### src/rtl/vmod_reg.sv
module vmod_reg #(
   parameter int unsigned WIDTH = 8
) (
   input  logic             clk_i,
   input  logic             rst_i,
   input  logic             v_in,
   input  logic [WIDTH-1:0] d_in,
   output logic             v_out,
   output logic [WIDTH-1:0] d_out
);

   if (WIDTH < 1) begin : g_bad_width
      $error("vmod_reg: WIDTH must be at least 1");
   end

   always_ff @(posedge clk_i or posedge rst_i) begin
      if (rst_i) begin
         v_out <= 1'b0;
         d_out <= '0;
      end else begin
         v_out <= v_in;
         d_out <= d_in;
      end
   end

endmodule

### src/rtl/vmod_stage.sv
module vmod_stage #(
   parameter int unsigned DATA_W = 8,
   parameter int unsigned SHIFT  = 0,
   parameter bit          REG    = 1'b1
) (
   input  logic              clk_i,
   input  logic              rst_i,
   input  logic              v_in,
   input  logic [DATA_W-1:0] r_in,
   input  logic [DATA_W-1:0] z_in,
   output logic              v_out,
   output logic [DATA_W-1:0] r_out,
   output logic [DATA_W-1:0] z_out
);

   localparam int unsigned WIDE_W = 2 * DATA_W;

   if (SHIFT >= DATA_W) begin : g_bad_shift
      $error("vmod_stage: SHIFT must be below DATA_W");
   end

   logic [WIDE_W-1:0] zs_w;
   logic [WIDE_W-1:0] r_w;
   logic              take;
   logic [DATA_W-1:0] r_nx;

   // Wide compare: the scaled divisor can exceed DATA_W bits.
   assign zs_w = {{DATA_W{1'b0}}, z_in} << SHIFT;
   assign r_w  = {{DATA_W{1'b0}}, r_in};
   assign take = (zs_w <= r_w);
   assign r_nx = take ? (r_in - zs_w[DATA_W-1:0]) : r_in;

   if (REG) begin : g_reg
      always_ff @(posedge clk_i or posedge rst_i) begin
         if (rst_i) begin
            v_out <= 1'b0;
            r_out <= '0;
            z_out <= '0;
         end else begin
            v_out <= v_in;
            r_out <= r_nx;
            z_out <= z_in;
         end
      end
   end else begin : g_comb
      assign v_out = v_in;
      assign r_out = r_nx;
      assign z_out = z_in;
   end

endmodule

### src/rtl/vmod_pipe.sv
module vmod_pipe #(
   parameter int unsigned DATA_W    = 8,
   parameter bit          PIPELINED = 1'b1
) (
   input  logic              clk_i,
   input  logic              rst_i,
   input  logic              req_valid_i,
   input  logic [DATA_W-1:0] dividend_i,
   input  logic [DATA_W-1:0] divisor_i,
   output logic [DATA_W-1:0] remainder_o,
   output logic              res_valid_o,
   output logic              accept_rdy_o
);

   localparam int unsigned PAIR_W = 2 * DATA_W;

   if (DATA_W < 2 || DATA_W > 64) begin : g_bad_width
      $error("vmod_pipe: DATA_W must lie in 2..64");
   end

   logic              rdy_q;
   logic              accept;
   logic              h_v;
   logic [DATA_W-1:0] h_x;
   logic [DATA_W-1:0] h_z;

   always_ff @(posedge clk_i or posedge rst_i) begin
      if (rst_i) rdy_q <= 1'b0;
      else       rdy_q <= 1'b1;
   end

   assign accept       = req_valid_i & rdy_q;
   assign accept_rdy_o = rdy_q;

   // Capture stage: registered only in the pipelined build.
   if (PIPELINED) begin : g_cap_reg
      logic [PAIR_W-1:0] cap_d;
      vmod_reg #(.WIDTH(PAIR_W)) u_cap (
         .clk_i (clk_i),
         .rst_i (rst_i),
         .v_in  (accept),
         .d_in  ({divisor_i, dividend_i}),
         .v_out (h_v),
         .d_out (cap_d)
      );
      assign h_x = cap_d[DATA_W-1:0];
      assign h_z = cap_d[PAIR_W-1:DATA_W];
   end else begin : g_cap_comb
      assign h_v = accept;
      assign h_x = dividend_i;
      assign h_z = divisor_i;
   end

   logic              s_v [0:DATA_W];
   logic [DATA_W-1:0] s_r [0:DATA_W];
   logic [DATA_W-1:0] s_z [0:DATA_W-1];
   logic [DATA_W-1:0] z_unused;

   assign s_v[0] = h_v;
   assign s_r[0] = h_x;
   assign s_z[0] = h_z;

   // Stage k removes the divisor scaled by 2**(DATA_W-1-k).
   for (genvar k = 0; k < DATA_W; k++) begin : g_stage
      if (k == DATA_W - 1) begin : g_last
         vmod_stage #(.DATA_W(DATA_W), .SHIFT(DATA_W-1-k), .REG(PIPELINED)) u_stg (
            .clk_i (clk_i),
            .rst_i (rst_i),
            .v_in  (s_v[k]),
            .r_in  (s_r[k]),
            .z_in  (s_z[k]),
            .v_out (s_v[k+1]),
            .r_out (s_r[k+1]),
            .z_out (z_unused)
         );
      end else begin : g_mid
         vmod_stage #(.DATA_W(DATA_W), .SHIFT(DATA_W-1-k), .REG(PIPELINED)) u_stg (
            .clk_i (clk_i),
            .rst_i (rst_i),
            .v_in  (s_v[k]),
            .r_in  (s_r[k]),
            .z_in  (s_z[k]),
            .v_out (s_v[k+1]),
            .r_out (s_r[k+1]),
            .z_out (s_z[k+1])
         );
      end
   end

   vmod_reg #(.WIDTH(DATA_W)) u_out (
      .clk_i (clk_i),
      .rst_i (rst_i),
      .v_in  (s_v[DATA_W]),
      .d_in  (s_r[DATA_W]),
      .v_out (res_valid_o),
      .d_out (remainder_o)
   );

endmodule

### config.mk
export PLATFORM = sky130hd
export DESIGN_NAME = vmod_pipe
export DESIGN_NICKNAME = d
export VERILOG_FILES = /design/src/rtl/vmod_reg.sv /design/src/rtl/vmod_stage.sv /design/src/rtl/vmod_pipe.sv
export SDC_FILE = /design/constraint.sdc
export NUM_CORES = 1
export LEC_CHECK = 0
export BUFFER_PORTS_ARGS = -buffer_cell sky130_fd_sc_hd__buf_2
export CAP_MARGIN = 40
export CORE_MARGIN = 2
export CORE_UTILIZATION = 60
export CTS_CLUSTER_SIZE = 20
export DETAILED_ROUTE_END_ITERATION = 8
export PLACE_DENSITY = 0.78
export SKIP_LAST_GASP = 1
export SLEW_MARGIN = 20
export SYNTH_ARGS = -nofsm -noshare
export SYNTH_HDL_FRONTEND = slang
export SYNTH_SLANG_ARGS = --single-unit
### constraint.sdc
create_clock -name clk_i -period 15.8 [get_ports clk_i]
set_input_delay 3.16 -clock clk_i [delete_from_list [all_inputs] [get_ports clk_i]]
set_output_delay 3.16 -clock clk_i [all_outputs]
set_load 0.005 [all_outputs]
## Word-level counts from Yosys, hierarchy flattened

Cells that the tools add are included.
Widths: inputs -> output; s select.

- Bits in registers: 155
- Word-level logic and storage cells: 53
- Input port bits: 19

- Add/subtract/negate cells: 8
- Magnitude comparators: 8
- Multiplexer cells: 8
- Bitwise operators: 1

Operators with widths:

| kind | count |
|---|---|
| $mux 8 | 8 |
| $sub 8x8->8 | 8 |
| $le 15x8->1 | 1 |
| $le 14x8->1 | 1 |
| $le 13x8->1 | 1 |
| $le 12x8->1 | 1 |
| $le 11x8->1 | 1 |
| $le 10x8->1 | 1 |
| $le 9x8->1 | 1 |
| $le 8x8->1 | 1 |
| $and 1x1->1 | 1 |

## Longest topological paths before layout

Gate-level depths: netlist (run 1).

- Depth after elaboration: 2
- Gate-level depth with buffers: 9
- Gate-level depth less buffers: 9

## Hierarchy

Synthesis (run 1) repeated with hierarchy kept, for this count alone.

- Cells, all modules: 490
- Area total of the unflattened synthesis: 6,626.4 µm²

Modules (own cells, without submodules):

| module | area each (µm²) | cells each | instances |
|---|---|---|---|
| vmod_stage at g_stage[6].g_mid.u_stg | 975.9 | 92 | 1 |
| vmod_stage at g_stage[5].g_mid.u_stg | 919.6 | 79 | 1 |
| vmod_stage at g_stage[7].g_last.u_stg | 867.1 | 80 | 1 |
| vmod_stage at g_stage[4].g_mid.u_stg | 787.0 | 60 | 1 |
| vmod_stage at g_stage[3].g_mid.u_stg | 703.2 | 49 | 1 |
| vmod_stage at g_stage[2].g_mid.u_stg | 610.6 | 37 | 1 |
| vmod_stage at g_stage[1].g_mid.u_stg | 559.3 | 33 | 1 |
| vmod_stage at g_stage[0].g_mid.u_stg | 506.7 | 28 | 1 |
| vmod_reg at g_cap_reg.u_cap | 429.2 | 18 | 1 |
| vmod_reg at u_out | 229.0 | 10 | 1 |
| vmod_pipe | 38.8 | 4 | 1 |

## Least setup slack after synthesis (run 1)

Ideal clock, no wire load.

- Path type: reg2out
- Start point: reg rdy_q (netlist: accept_rdy_o)
- End point: out accept_rdy_o
- Cell stages (with the launch flop): 1
- Arrival: 0.357 ns
- Path slack: 12.283 ns
- Cells stage by stage: dfrtp_1

RTL lines:

| element | line | text |
|---|---|---|
| start, declared | vmod_pipe.sv:21 | `logic rdy_q;` |
| start signal, assigned | vmod_pipe.sv:28 | `if (rst_i) rdy_q <= 1'b0;` |
| start signal, assigned | vmod_pipe.sv:29 | `else rdy_q <= 1'b1;` |
| end, declared | vmod_pipe.sv:12 | `output logic accept_rdy_o` |

No word-level cell between the ends.

## Final worst setup path (run 1)

- Start point: reg rdy_q (netlist: accept_rdy_o)
- End point: out accept_rdy_o

No word-level cell between the ends.

==> results.py, run 1 <==
metrics = {
    "power_and_ir_drop": {
        "cell_internal_pwr_w": 0.0007971,
        "power.clock.fraction": 0.412,
        "share_seq_of_total_power": 0.434,
        "p_sw_frac": 0.2497,
        "power.density_nw_per_um2": 145.8,
        "combPwrFrac": 0.154,
        "ir_drop_mv": 0.1012,
        "net-switching-power_w": 0.0002653,
        "standby_leakage_power_nw": 3.546,
    },
    "floorplanning": {
        "floorplan.initialDensity": 0.6147,
        "design.portCount": 29,
        "die-width_um": 106.6,
        "rows": 37,
        "chipHeight_um": 106.6,
        "core_area_um2": 10280,
        "die_area_um2": 11370,
    },
    "yosys": {
        "synth_mux_area_frac": 0.04199,
        "synthCells": 477,
        "synth_ff_type": "sky130_fd_sc_hd__dfrtp_1",
        "synth_warnings": 0,
        "yosys_register_bits": 155,
        "synth_simple_gate_area_frac": 0.06378,
        "ys_seq_area_frac": 0.6140,
        "synth-xor-area-share": 0.01802,
        "synth_enable_flop_cells": 0,
        "synth_top_family_by_area": "adder cells",
        "synthesis.area_um2": 6317,
        "synth_cell_type_count": 53,
        "syn_avg_cell_area_um2": 13.24,
        "synth_nets": 559,
        "synth-adder-area-share": 0.1331,
        "synth_area_in_compound_gates": 0.08338,
        "synthArstFlopShare": 1.000,
    },
    "route": {
        "detail_route.wirelength_um": 10460,
        "avgViaCountPerCell": 5.364,
        "vias": 3583,
        "drt_pass1_iterations": 4,
        "drt-initial-drc-count": 258,
        "post_drt_wl_per_cell_um": 15.66,
        "post_detailed_route_count_of_antenna_violating_nets": 0,
        "drcViolationCount": 0,
    },
    "sta": {
        "totalNegativeSetupSlack_ps": 0,
        "slew_viol_final": 0,
        "timing.slew.headroom": 0.4940,
        "finalHoldViolCount": 0,
        "finalCritPeriodShare": 0.2636,
        "worst_slew_pin_slew_ps": 757.6,
        "skew_ps": 4.737,
        "finalSetupViolCount": 0,
        "rsz0062_at_grt": "no",
        "fin_crit_ps": 4165,
        "fmax_ghz": 0.2401,
    },
    "critical_path": {
        "timing.critical_path.cells": "buf_2",
        "rrSetupSlack_ps": 12960,
        "worst-r2r-cell-count": 9,
        "setup.worst_path.end_class": "output pin",
        "crit-reg2reg-launch": "g_stage[6].g_mid.u_stg.r_out[0]$_DFF_PP0_",
        "timing.critical_path.buf_inv": 1,
        "path_class": "register to output pin",
        "critical_path.startpoint": "accept_rdy_o$_DFF_PP0_",
        "crit_required_ps": 12640,
        "critical-path-slowest-cell": "sky130_fd_sc_hd__dfrtp_1",
        "cpPeakStageDelay_ps": 360,
        "worst_setup_path_start_kind": "register",
        "crit_fanout": 2,
        "timing.critical_path.max_delay_family": "flip-flops",
        "critical_path_arrival_ps": 1010,
        "cp_num_cells": 1,
    },
    "cts": {
        "cts_tree": "done",
        "clockBufferDepth": 2,
        "tritoncts.num_buffers": 17,
        "number_of_gates_resized_after_cts": 0,
        "post_cts_repair_timing_setup_buffer_count": 0,
        "cts_hold_buf": 0,
        "cell_at_the_root_of_the_clock_tree": "sky130_fd_sc_hd__clkbuf_8",
        "clock-sinks": 155,
        "worst_setup_hold_path_clk_slew_ps": 60,
        "clock_insertion_delay_worst_skew_ps": 520,
        "cts.htree.levels": 4,
    },
    "grt": {
        "grt_usage": 0.2104,
        "globalRouteOverflowTotal": 0,
        "grt_max_degree": 71,
        "grt_pass1_vias": 3928,
        "antenna_found_initial": 0,
        "first_pass_grt_wire_length_um": 17770,
    },
    "placed_design": {
        "io_buffer_count": 28,
        "routabilityCongestion": 0.8110,
        "placed_wire_length_estimate_after_detailed_placement_um": 7524,
    },
    "layout": {
        "most-common-layout-cells": "sky130_fd_sc_hd__dfrtp_1 (155), sky130_fd_sc_hd__inv_1 (66), sky130_fd_sc_hd__ha_1 (56)",
        "layout_commonest_cell": "sky130_fd_sc_hd__dfrtp_1",
        "num_antenna_cells": 0,
        "layout.core_utilization": 0.7090,
        "synthToLayoutAreaGrowth_pct": 15.35,
        "final_layout_size_suffix_gt1_frac": 0.1485,
        "finalNetCount": 601,
    },
    "run_status": {
        "outcome": "finished clean",
    },
    "hold_path": {
        "min-delay-start": "g_stage[7].g_last.u_stg.v_out$_DFF_PP0_",
        "worst_hold_path.num_cells": 0,
        "hold_class": "register to register",
    },
    "run": {
        "drv.max_cap_violation_count": 0,
    },
}
## metrics by stage
stage | power [W] | instance area (um2) | setup slack [ps] | cells | hold WS (ps)
4_1_cts | 0.001072 | 7287 | 11610 | 668 | 347.7
3_5_place_dp | 0.0006312 | 6634 | 11330 | 636 | 334.7
2_1_floorplan | 0.0005827 | 6317 | 8462 | 477 | 331.2
6_report | 0.001062 | 7287 | 11630 | 668 | 344.7
5_1_grt | 0.001114 | 7287 | 11580 | 668 | 364.2
3_3_place_gp | 0.0006200 | 6606 | 11040 | 635 | 331.9
## cells in the mapped netlist (3+ instances only)
library cell	number	area [um2]
sky130_fd_sc_hd__mux2i_1	16	160.2
sky130_fd_sc_hd__inv_1	67	251.5
sky130_fd_sc_hd__nand3_1	9	45.04
sky130_fd_sc_hd__nor4_1	4	25.02
sky130_fd_sc_hd__dfrtp_1	155	3879
sky130_fd_sc_hd__xnor2_1	5	43.79
sky130_fd_sc_hd__o21ai_0	12	60.06
sky130_fd_sc_hd__clkbuf_1	6	22.52
sky130_fd_sc_hd__nand4_1	5	31.28
sky130_fd_sc_hd__ha_1	56	700.7
sky130_fd_sc_hd__xor2_1	8	70.07
sky130_fd_sc_hd__nand2_1	12	45.04
sky130_fd_sc_hd__fa_1	7	140.1
sky130_fd_sc_hd__nor2b_1	4	25.02
sky130_fd_sc_hd__a211oi_1	5	37.54
sky130_fd_sc_hd__or4_1	5	37.54
sky130_fd_sc_hd__nand2b_1	3	18.77
sky130_fd_sc_hd__a21o_1	8	60.06
sky130_fd_sc_hd__a21oi_1	19	95.09
sky130_fd_sc_hd__o31ai_1	5	37.54
sky130_fd_sc_hd__nor2_1	14	52.55
sky130_fd_sc_hd__o21a_1	5	37.54
sky130_fd_sc_hd__mux2_2	8	90.09
## cells by family (layout without fill, tap and decap cells)
| logic type | after synthesis | count (layout) |
|---|---|---|
| XOR/XNOR | 13 | 13 |
| other | 1 | 1 |
| AO/OA/AOI/OAI | 76 | 76 |
| multiplexers | 25 | 25 |
| flip-flops | 155 | 155 |
| buffers and inverters | 74 | 129 |
| AND/OR/NAND/NOR | 70 | 70 |
| adder cells (fa/ha/maj) | 63 | 63 |
## area by class of cell
class | count | area [um2]
Clock buffer | 19 | 441.7
Clock inverter | 13 | 211.5
Inverter | 67 | 256.5
Sequential cell | 155 | 3879
Fill cell | 711 | 2990
Timing Repair Buffer | 30 | 175.2
Tap cell | 136 | 170.2
Multi-Input combinational cell | 248 | 2153
## layer usage
metal | routed length [um] | track usage | share of wire | vias to the layer above
met5 | 0 | 0 | 0 | -
met4 | 378 | 0.1030 | 0.036 | 0
met3 | 340 | 0.05775 | 0.033 | 32
met2 | 6114 | 0.4099 | 0.58 | 75
met1 | 3625 | 0.1987 | 0.35 | 1769
li1 | - | - | - | 1707
## final timing paths
check | endpoint
worst min register to register | u_out.v_out$_DFF_PP0_
worst max-delay path | accept_rdy_o
worst min-delay path | u_out.v_out$_DFF_PP0_
max in group asynchronous | g_stage[2].g_mid.u_stg.r_out[4]$_DFF_PP0_
worst max register to register | g_stage[7].g_last.u_stg.r_out[5]$_DFF_PP0_
min in group asynchronous | g_cap_reg.u_cap.v_out$_DFF_PP0_
## registers in the layout, indices dropped and copies added, names as in the netlist, 7 cells and up
signal / cells
g_stage.g_mid.u_stg.v_out: 7
g_stage.g_last.u_stg.r_out: 8
g_stage.g_mid.u_stg.z_out: 56
g_cap_reg.u_cap.d_out: 16
u_out.d_out: 8
g_stage.g_mid.u_stg.r_out: 56
## power by group through the flow
stage                     clock network (W)  logic [W]  registers (W)
after floorplan                           0   0.000119       0.000464
after global placement                    0   0.000154       0.000466
after detailed placement                  0   0.000162       0.000469
after CTS                          0.000445   0.000164       0.000462
after global routing               0.000465   0.000182       0.000466
final                              0.000438   0.000163       0.000461
Note: power is estimated with default switching activity, not from simulation.
==> run 2, diff against run 1 <==
clock period = 4.3 ns   (was 15.8 ns; I/O delays follow)
==> results.py, run 2 (synthesis results as in run 1) <==
metrics = {
    "power_and_ir_drop": {
        "pwr_total_w": 0.003893,
        "net-switching-power_w": 0.001029,
        "standby_leakage_power_nw": 3.545,
        "power.clock.fraction": 0.410,
        "cell_internal_pwr_w": 0.002864,
        "combPwrFrac": 0.154,
        "share_seq_of_total_power": 0.436,
        "power.density_nw_per_um2": 533.3,
        "ir_drop_mv": 0.3715,
        "p_sw_frac": 0.2643,
    },
    "floorplanning": {
        "floorplan.initialDensity": 0.6147,
        "core_area_um2": 10280,
        "design.portCount": 29,
        "die_area_um2": 11370,
        "rows": 37,
        "chipHeight_um": 106.6,
        "die-width_um": 106.6,
    },
    "sta": {
        "finalCritPeriodShare": 0.6439,
        "skew_ps": 8.914,
        "rsz0062_at_grt": "no",
        "slew_viol_final": 0,
        "totalNegativeSetupSlack_ps": 0,
        "timing.slew.headroom": 0.5055,
        "worst_slew_pin_slew_ps": 740.3,
        "finalHoldViolCount": 0,
        "fin_crit_ps": 2769,
        "fmax_ghz": 0.3612,
        "worst_slack_ps": 1531,
        "finalSetupViolCount": 0,
    },
    "placed_design": {
        "placed_wire_length_estimate_after_detailed_placement_um": 7384,
        "routabilityCongestion": 0.9208,
        "io_buffer_count": 28,
        "place_ws_ps": 1528,
    },
    "layout": {
        "synthToLayoutAreaGrowth_pct": 15.55,
        "finalNetCount": 602,
        "most-common-layout-cells": "sky130_fd_sc_hd__dfrtp_1 (155), sky130_fd_sc_hd__inv_1 (66), sky130_fd_sc_hd__ha_1 (56)",
        "final_layout_size_suffix_gt1_frac": 0.1482,
        "layout_commonest_cell": "sky130_fd_sc_hd__dfrtp_1",
        "fillCellCount": 692,
        "layout.core_utilization": 0.7103,
        "combined_area_of_the_multi_input_logic_cells_um2": 2153,
        "num_antenna_cells": 0,
        "seqCellArea_um2": 3879,
        "top_regs": "g_stage.g_mid.u_stg.r_out: 56 flops, g_stage.g_mid.u_stg.z_out: 56 flops, g_cap_reg.u_cap.d_out: 16 flops",
    },
    "cts": {
        "cts_tree": "done",
        "clockBufferDepth": 2,
        "worst_setup_hold_path_clk_slew_ps": 70,
        "number_of_gates_resized_after_cts": 0,
        "cts_hold_buf": 0,
        "tritoncts.num_buffers": 17,
        "clock-sinks": 155,
        "post_cts_repair_timing_setup_buffer_count": 0,
        "cts.htree.levels": 4,
        "cell_at_the_root_of_the_clock_tree": "sky130_fd_sc_hd__clkbuf_8",
        "clock_insertion_delay_worst_skew_ps": 520,
    },
    "critical_path": {
        "crit-reg2reg-launch": "g_stage[6].g_mid.u_stg.r_out[0]$_DFF_PP0_",
        "worst_setup_path_endpoint": "g_stage[7].g_last.u_stg.r_out[4]$_DFF_PP0_",
        "worst-r2r-cell-count": 9,
        "worst_setup_path_start_kind": "register",
        "rrSetupSlack_ps": 1530,
        "path_class": "register to register",
        "critical_path_arrival_ps": 3170,
        "crit_required_ps": 4700,
        "setup.worst_path.end_class": "register",
        "critical_path.startpoint": "g_stage[6].g_mid.u_stg.r_out[0]$_DFF_PP0_",
        "crit_fanout": 8,
        "timing.rr.end": "g_stage[7].g_last.u_stg.r_out[4]$_DFF_PP0_",
    },
    "grt": {
        "globalRouteOverflowTotal": 0,
        "grt_usage": 0.2060,
        "antenna_found_initial": 0,
        "grt_pass1_vias": 4047,
        "first_pass_grt_wire_length_um": 17730,
        "grt_max_degree": 59,
    },
    "route": {
        "drcViolationCount": 0,
        "vias": 3620,
        "detail_route.wirelength_um": 10610,
        "post_drt_wl_per_cell_um": 15.86,
        "avgViaCountPerCell": 5.411,
        "drt_pass1_iterations": 4,
        "post_detailed_route_count_of_antenna_violating_nets": 0,
        "drt-initial-drc-count": 174,
    },
    "run": {
        "drv.max_cap_violation_count": 0,
    },
    "hold_path": {
        "hold_class": "input port to asynchronous set/reset pin",
    },
    "run_status": {
        "outcome": "finished clean",
    },
}
==> run 2: per-stage QoR <==
stage	hold WS (ps)	area, um2	cells
after floorplan	331.2	6321	477
after global placement	332.0	6638	636
after detailed placement	334.7	6658	637
after CTS	319.6	7300	669
after global routing	335.0	7300	669
final	319.6	7300	669
==> run 2: power groups by stage <==
stage / Combinational (W) / Sequential (W) / Clock (W)
floorplan: 0.000436 / 0.00171 / 0
global placement: 0.000561 / 0.00172 / 0
detailed placement: 0.000590 / 0.00172 / 0
CTS: 0.000603 / 0.00170 / 0.00162
global route: 0.000667 / 0.00172 / 0.00168
finish: 0.000598 / 0.00170 / 0.00160
==> run 2: final cells by class <==
class	count	area share
Clock buffer	18	0.05725
Inverter	67	0.03497
Timing Repair Buffer	31	0.02743
Clock inverter	14	0.03068
Tap cell	136	0.02331
Multi-Input combinational cell	248	0.2950
Sequential cell	155	0.5314
==> run 2: routing by layer <==
| layer | vias up | wire [um] | GRT usage | share of wire |
|---|---|---|---|---|
| met2 | 75 | 6492 | 0.4268 | 0.61 |
| met5 | - | 0 | 0 | 0 |
| met3 | 25 | 270 | 0.04438 | 0.025 |
| met4 | 0 | 282 | 0.08534 | 0.027 |
| met1 | 1814 | 3561 | 0.1864 | 0.34 |
| li1 | 1706 | - | - | - |
==> run 2: worst min-delay path by stage <==
| stage | depth (start not counted) | to | slack, ps |
|---|---|---|---|
| final | 2 | g_stage[0].g_mid.u_stg.z_out[2]$_DFF_PP0_ | 320 |
| after global routing | 2 | g_cap_reg.u_cap.v_out$_DFF_PP0_ | 330 |
| after CTS | 2 | g_cap_reg.u_cap.v_out$_DFF_PP0_ | 320 |
| after detailed placement | 0 | g_stage[5].g_mid.u_stg.v_out$_DFF_PP0_ | 330 |
| after global placement | 0 | g_stage[3].g_mid.u_stg.v_out$_DFF_PP0_ | 330 |
| after floorplan | 0 | g_stage[0].g_mid.u_stg.v_out$_DFF_PP0_ | 330 |
==> run 2: worst max-delay path: stages (launching register included) <==
cell	delay [ps]
sky130_fd_sc_hd__dfrtp_1	360
sky130_fd_sc_hd__inv_1	70
sky130_fd_sc_hd__ha_1	160
sky130_fd_sc_hd__inv_1	50
sky130_fd_sc_hd__fa_1	410
sky130_fd_sc_hd__a21o_1	210
sky130_fd_sc_hd__a21oi_2	220
sky130_fd_sc_hd__a21oi_1	110
sky130_fd_sc_hd__a211oi_2	650
sky130_fd_sc_hd__mux2_2	410
==> run 3, diff against run 2 <==
CORE_UTILIZATION = 55   (was 60)
PLACE_DENSITY = 0.75   (was 0.78)
clock period = 2.3 ns   (was 4.3 ns; I/O delays follow)
==> results.py, run 3 (synthesis results as in run 1) <==
metrics = {
    "placed_design": {
        "placed_area_um2": 6736,
        "io_buffer_count": 28,
        "placed_wire_length_estimate_after_detailed_placement_um": 7557,
        "routabilityCongestion": 0.9344,
        "place_ws_ps": -46.39,
    },
    "route": {
        "post_detailed_route_count_of_antenna_violating_nets": 0,
        "avgViaCountPerCell": 5.329,
        "detail_route.wirelength_um": 10630,
        "drt-initial-drc-count": 224,
        "post_drt_wl_per_cell_um": 15.38,
        "vias": 3682,
        "drt_pass1_iterations": 4,
        "drcViolationCount": 0,
    },
    "cts": {
        "cell_at_the_root_of_the_clock_tree": "sky130_fd_sc_hd__clkbuf_16",
        "worst_setup_hold_path_clk_slew_ps": 60,
        "cts_tree": "done",
        "clockBufferDepth": 2,
        "clock-sinks": 155,
        "clock_insertion_delay_worst_skew_ps": 420,
        "tritoncts.num_buffers": 17,
        "cts.htree.levels": 4,
    },
    "grt": {
        "globalRouteMet3Util": 0.06233,
        "grt_max_degree": 64,
        "first_pass_grt_wire_length_um": 17970,
        "grt_usage": 0.1886,
        "groute.layer.met2.usage": 0.3264,
        "antenna_found_initial": 0,
        "groute.layer.met1.usage": 0.2182,
        "grt_busiest_layer": "met2",
        "globalRouteOverflowTotal": 0,
        "grt_pass1_vias": 3897,
    },
    "layout": {
        "num_antenna_cells": 0,
        "finalNetCount": 618,
        "top_regs": "g_stage.g_mid.u_stg.r_out: 56 flops, g_stage.g_mid.u_stg.z_out: 56 flops, g_cap_reg.u_cap.d_out: 16 flops",
        "final_layout_size_suffix_gt1_frac": 0.1843,
        "postLayoutCellArea_um2": 7417,
        "most-common-layout-cells": "sky130_fd_sc_hd__dfrtp_1 (155), sky130_fd_sc_hd__inv_1 (64), sky130_fd_sc_hd__ha_1 (54)",
        "layout_commonest_cell": "sky130_fd_sc_hd__dfrtp_1",
        "fillCellCount": 808,
        "synthToLayoutAreaGrowth_pct": 17.41,
    },
    "critical_path": {
        "crit_required_ps": 2600,
        "crit_fanout": 5,
        "timing.critical_path.buf_inv": 3,
        "critical_path_arrival_ps": 2520,
        "timing.critical_path.max_delay_family": "compound AO/OA/AOI/OAI gates",
        "critical-path-slowest-cell": "sky130_fd_sc_hd__dfrtp_1",
        "path_class": "register to register",
        "cpPeakStageDelay_ps": 370,
        "timing.critical_path.cells": "inv_2 > ha_4 > inv_2 > fa_2 > a21o_1 > a21oi_2 > a21oi_2 > a211oi_4 > buf_6 > mux2_4",
        "setup.worst_path.end_class": "register",
        "worst_setup_path_start_kind": "register",
        "rrSetupSlack_ps": 80,
    },
    "sta": {
        "worst_slew_pin_slew_ps": 607.6,
        "finalCritPeriodShare": 0.9631,
        "fin_crit_ps": 2215,
        "slew_viol_final": 0,
        "skew_ps": 6.631,
        "timing.slew.headroom": 0.5912,
        "fmax_ghz": 0.4514,
        "finalHoldViolCount": 0,
        "totalNegativeSetupSlack_ps": 0,
        "worst_slack_ps": 84.76,
        "finalSetupViolCount": 0,
        "finalHoldWorstSlack_ps": 142.5,
    },
    "power_and_ir_drop": {
        "standby_leakage_power_nw": 3.608,
        "ir_drop_mv": 0.7380,
        "power.density_nw_per_um2": 953.4,
    },
    "run": {
        "drv.max_cap_violation_count": 0,
    },
    "run_status": {
        "outcome": "finished clean",
    },
    "floorplanning": {
        "design.portCount": 29,
        "core_area_um2": 11320,
        "floorplan.initialDensity": 0.5580,
        "die_area_um2": 12360,
        "rows": 39,
        "die-width_um": 111.2,
        "chipHeight_um": 111.2,
    },
    "hold_path": {
        "hold_class": "input port to register",
    },
}
run 3: cell type report:
type                            count  area (um2)  share of cell area
Sequential cell                   155        3879              0.5229
Clock inverter                     12       115.1             0.01552
Timing Repair Buffer               47       317.8             0.04285
Inverter                           67       255.2             0.03441
Multi-Input combinational cell    248        2228              0.3004
Tap cell                          143       178.9             0.02412
Clock buffer                       19       442.9             0.05972
run 3: repair_timing:
action / in CTS / in global routing
gates resized for setup: 13 / 5
hold endpoints to repair: 9 / 0
hold buffers: 1 / 0
pin swaps: 5 / 7
buffers inserted: 3 / 2
setup endpoints to repair: 7 / 12
run 3: final timing paths:
path / startpoint / endpoint / cells past startpoint
min in group asynchronous: rst_i / g_stage[0].g_mid.u_stg.v_out$_DFF_PP0_ / 3
hold / removal: divisor_i[7] / g_cap_reg.u_cap.d_out[15]$_DFF_PP0_ / 1
hold reg to reg: g_cap_reg.u_cap.v_out$_DFF_PP0_ / g_stage[0].g_mid.u_stg.v_out$_DFF_PP0_ / 0
setup reg to reg: g_stage[6].g_mid.u_stg.r_out[0]$_DFF_PP0_ / g_stage[7].g_last.u_stg.r_out[5]$_DFF_PP0_ / 10
max in group asynchronous: rst_i / g_stage[0].g_mid.u_stg.r_out[3]$_DFF_PP0_ / 4
setup / recovery: g_stage[6].g_mid.u_stg.r_out[0]$_DFF_PP0_ / g_stage[7].g_last.u_stg.r_out[5]$_DFF_PP0_ / 10
run 3: where the power goes:
part           internal, W  leakage (nW)  switching [W]
Sequential         0.00303          1.82       0.000147
Combinational     0.000641          1.52       0.000651
Clock              0.00152         0.266        0.00108
run 3: per-layer routing:
metal	wire length, um	vias to the layer above
met5	0	-
met4	160	0
met3	405	14
met2	5706	64
met1	4353	1868
li1	-	1736
run 3: per-stage QoR:
step                      cells  utilization  total power [W]
after floorplan             477            -         0.004018
after global placement      654       0.5950         0.004326
after detailed placement    654       0.5950         0.004387
after CTS                   689       0.6510         0.007106
after global routing        691       0.6552         0.007406
final                       691       0.6552         0.007072
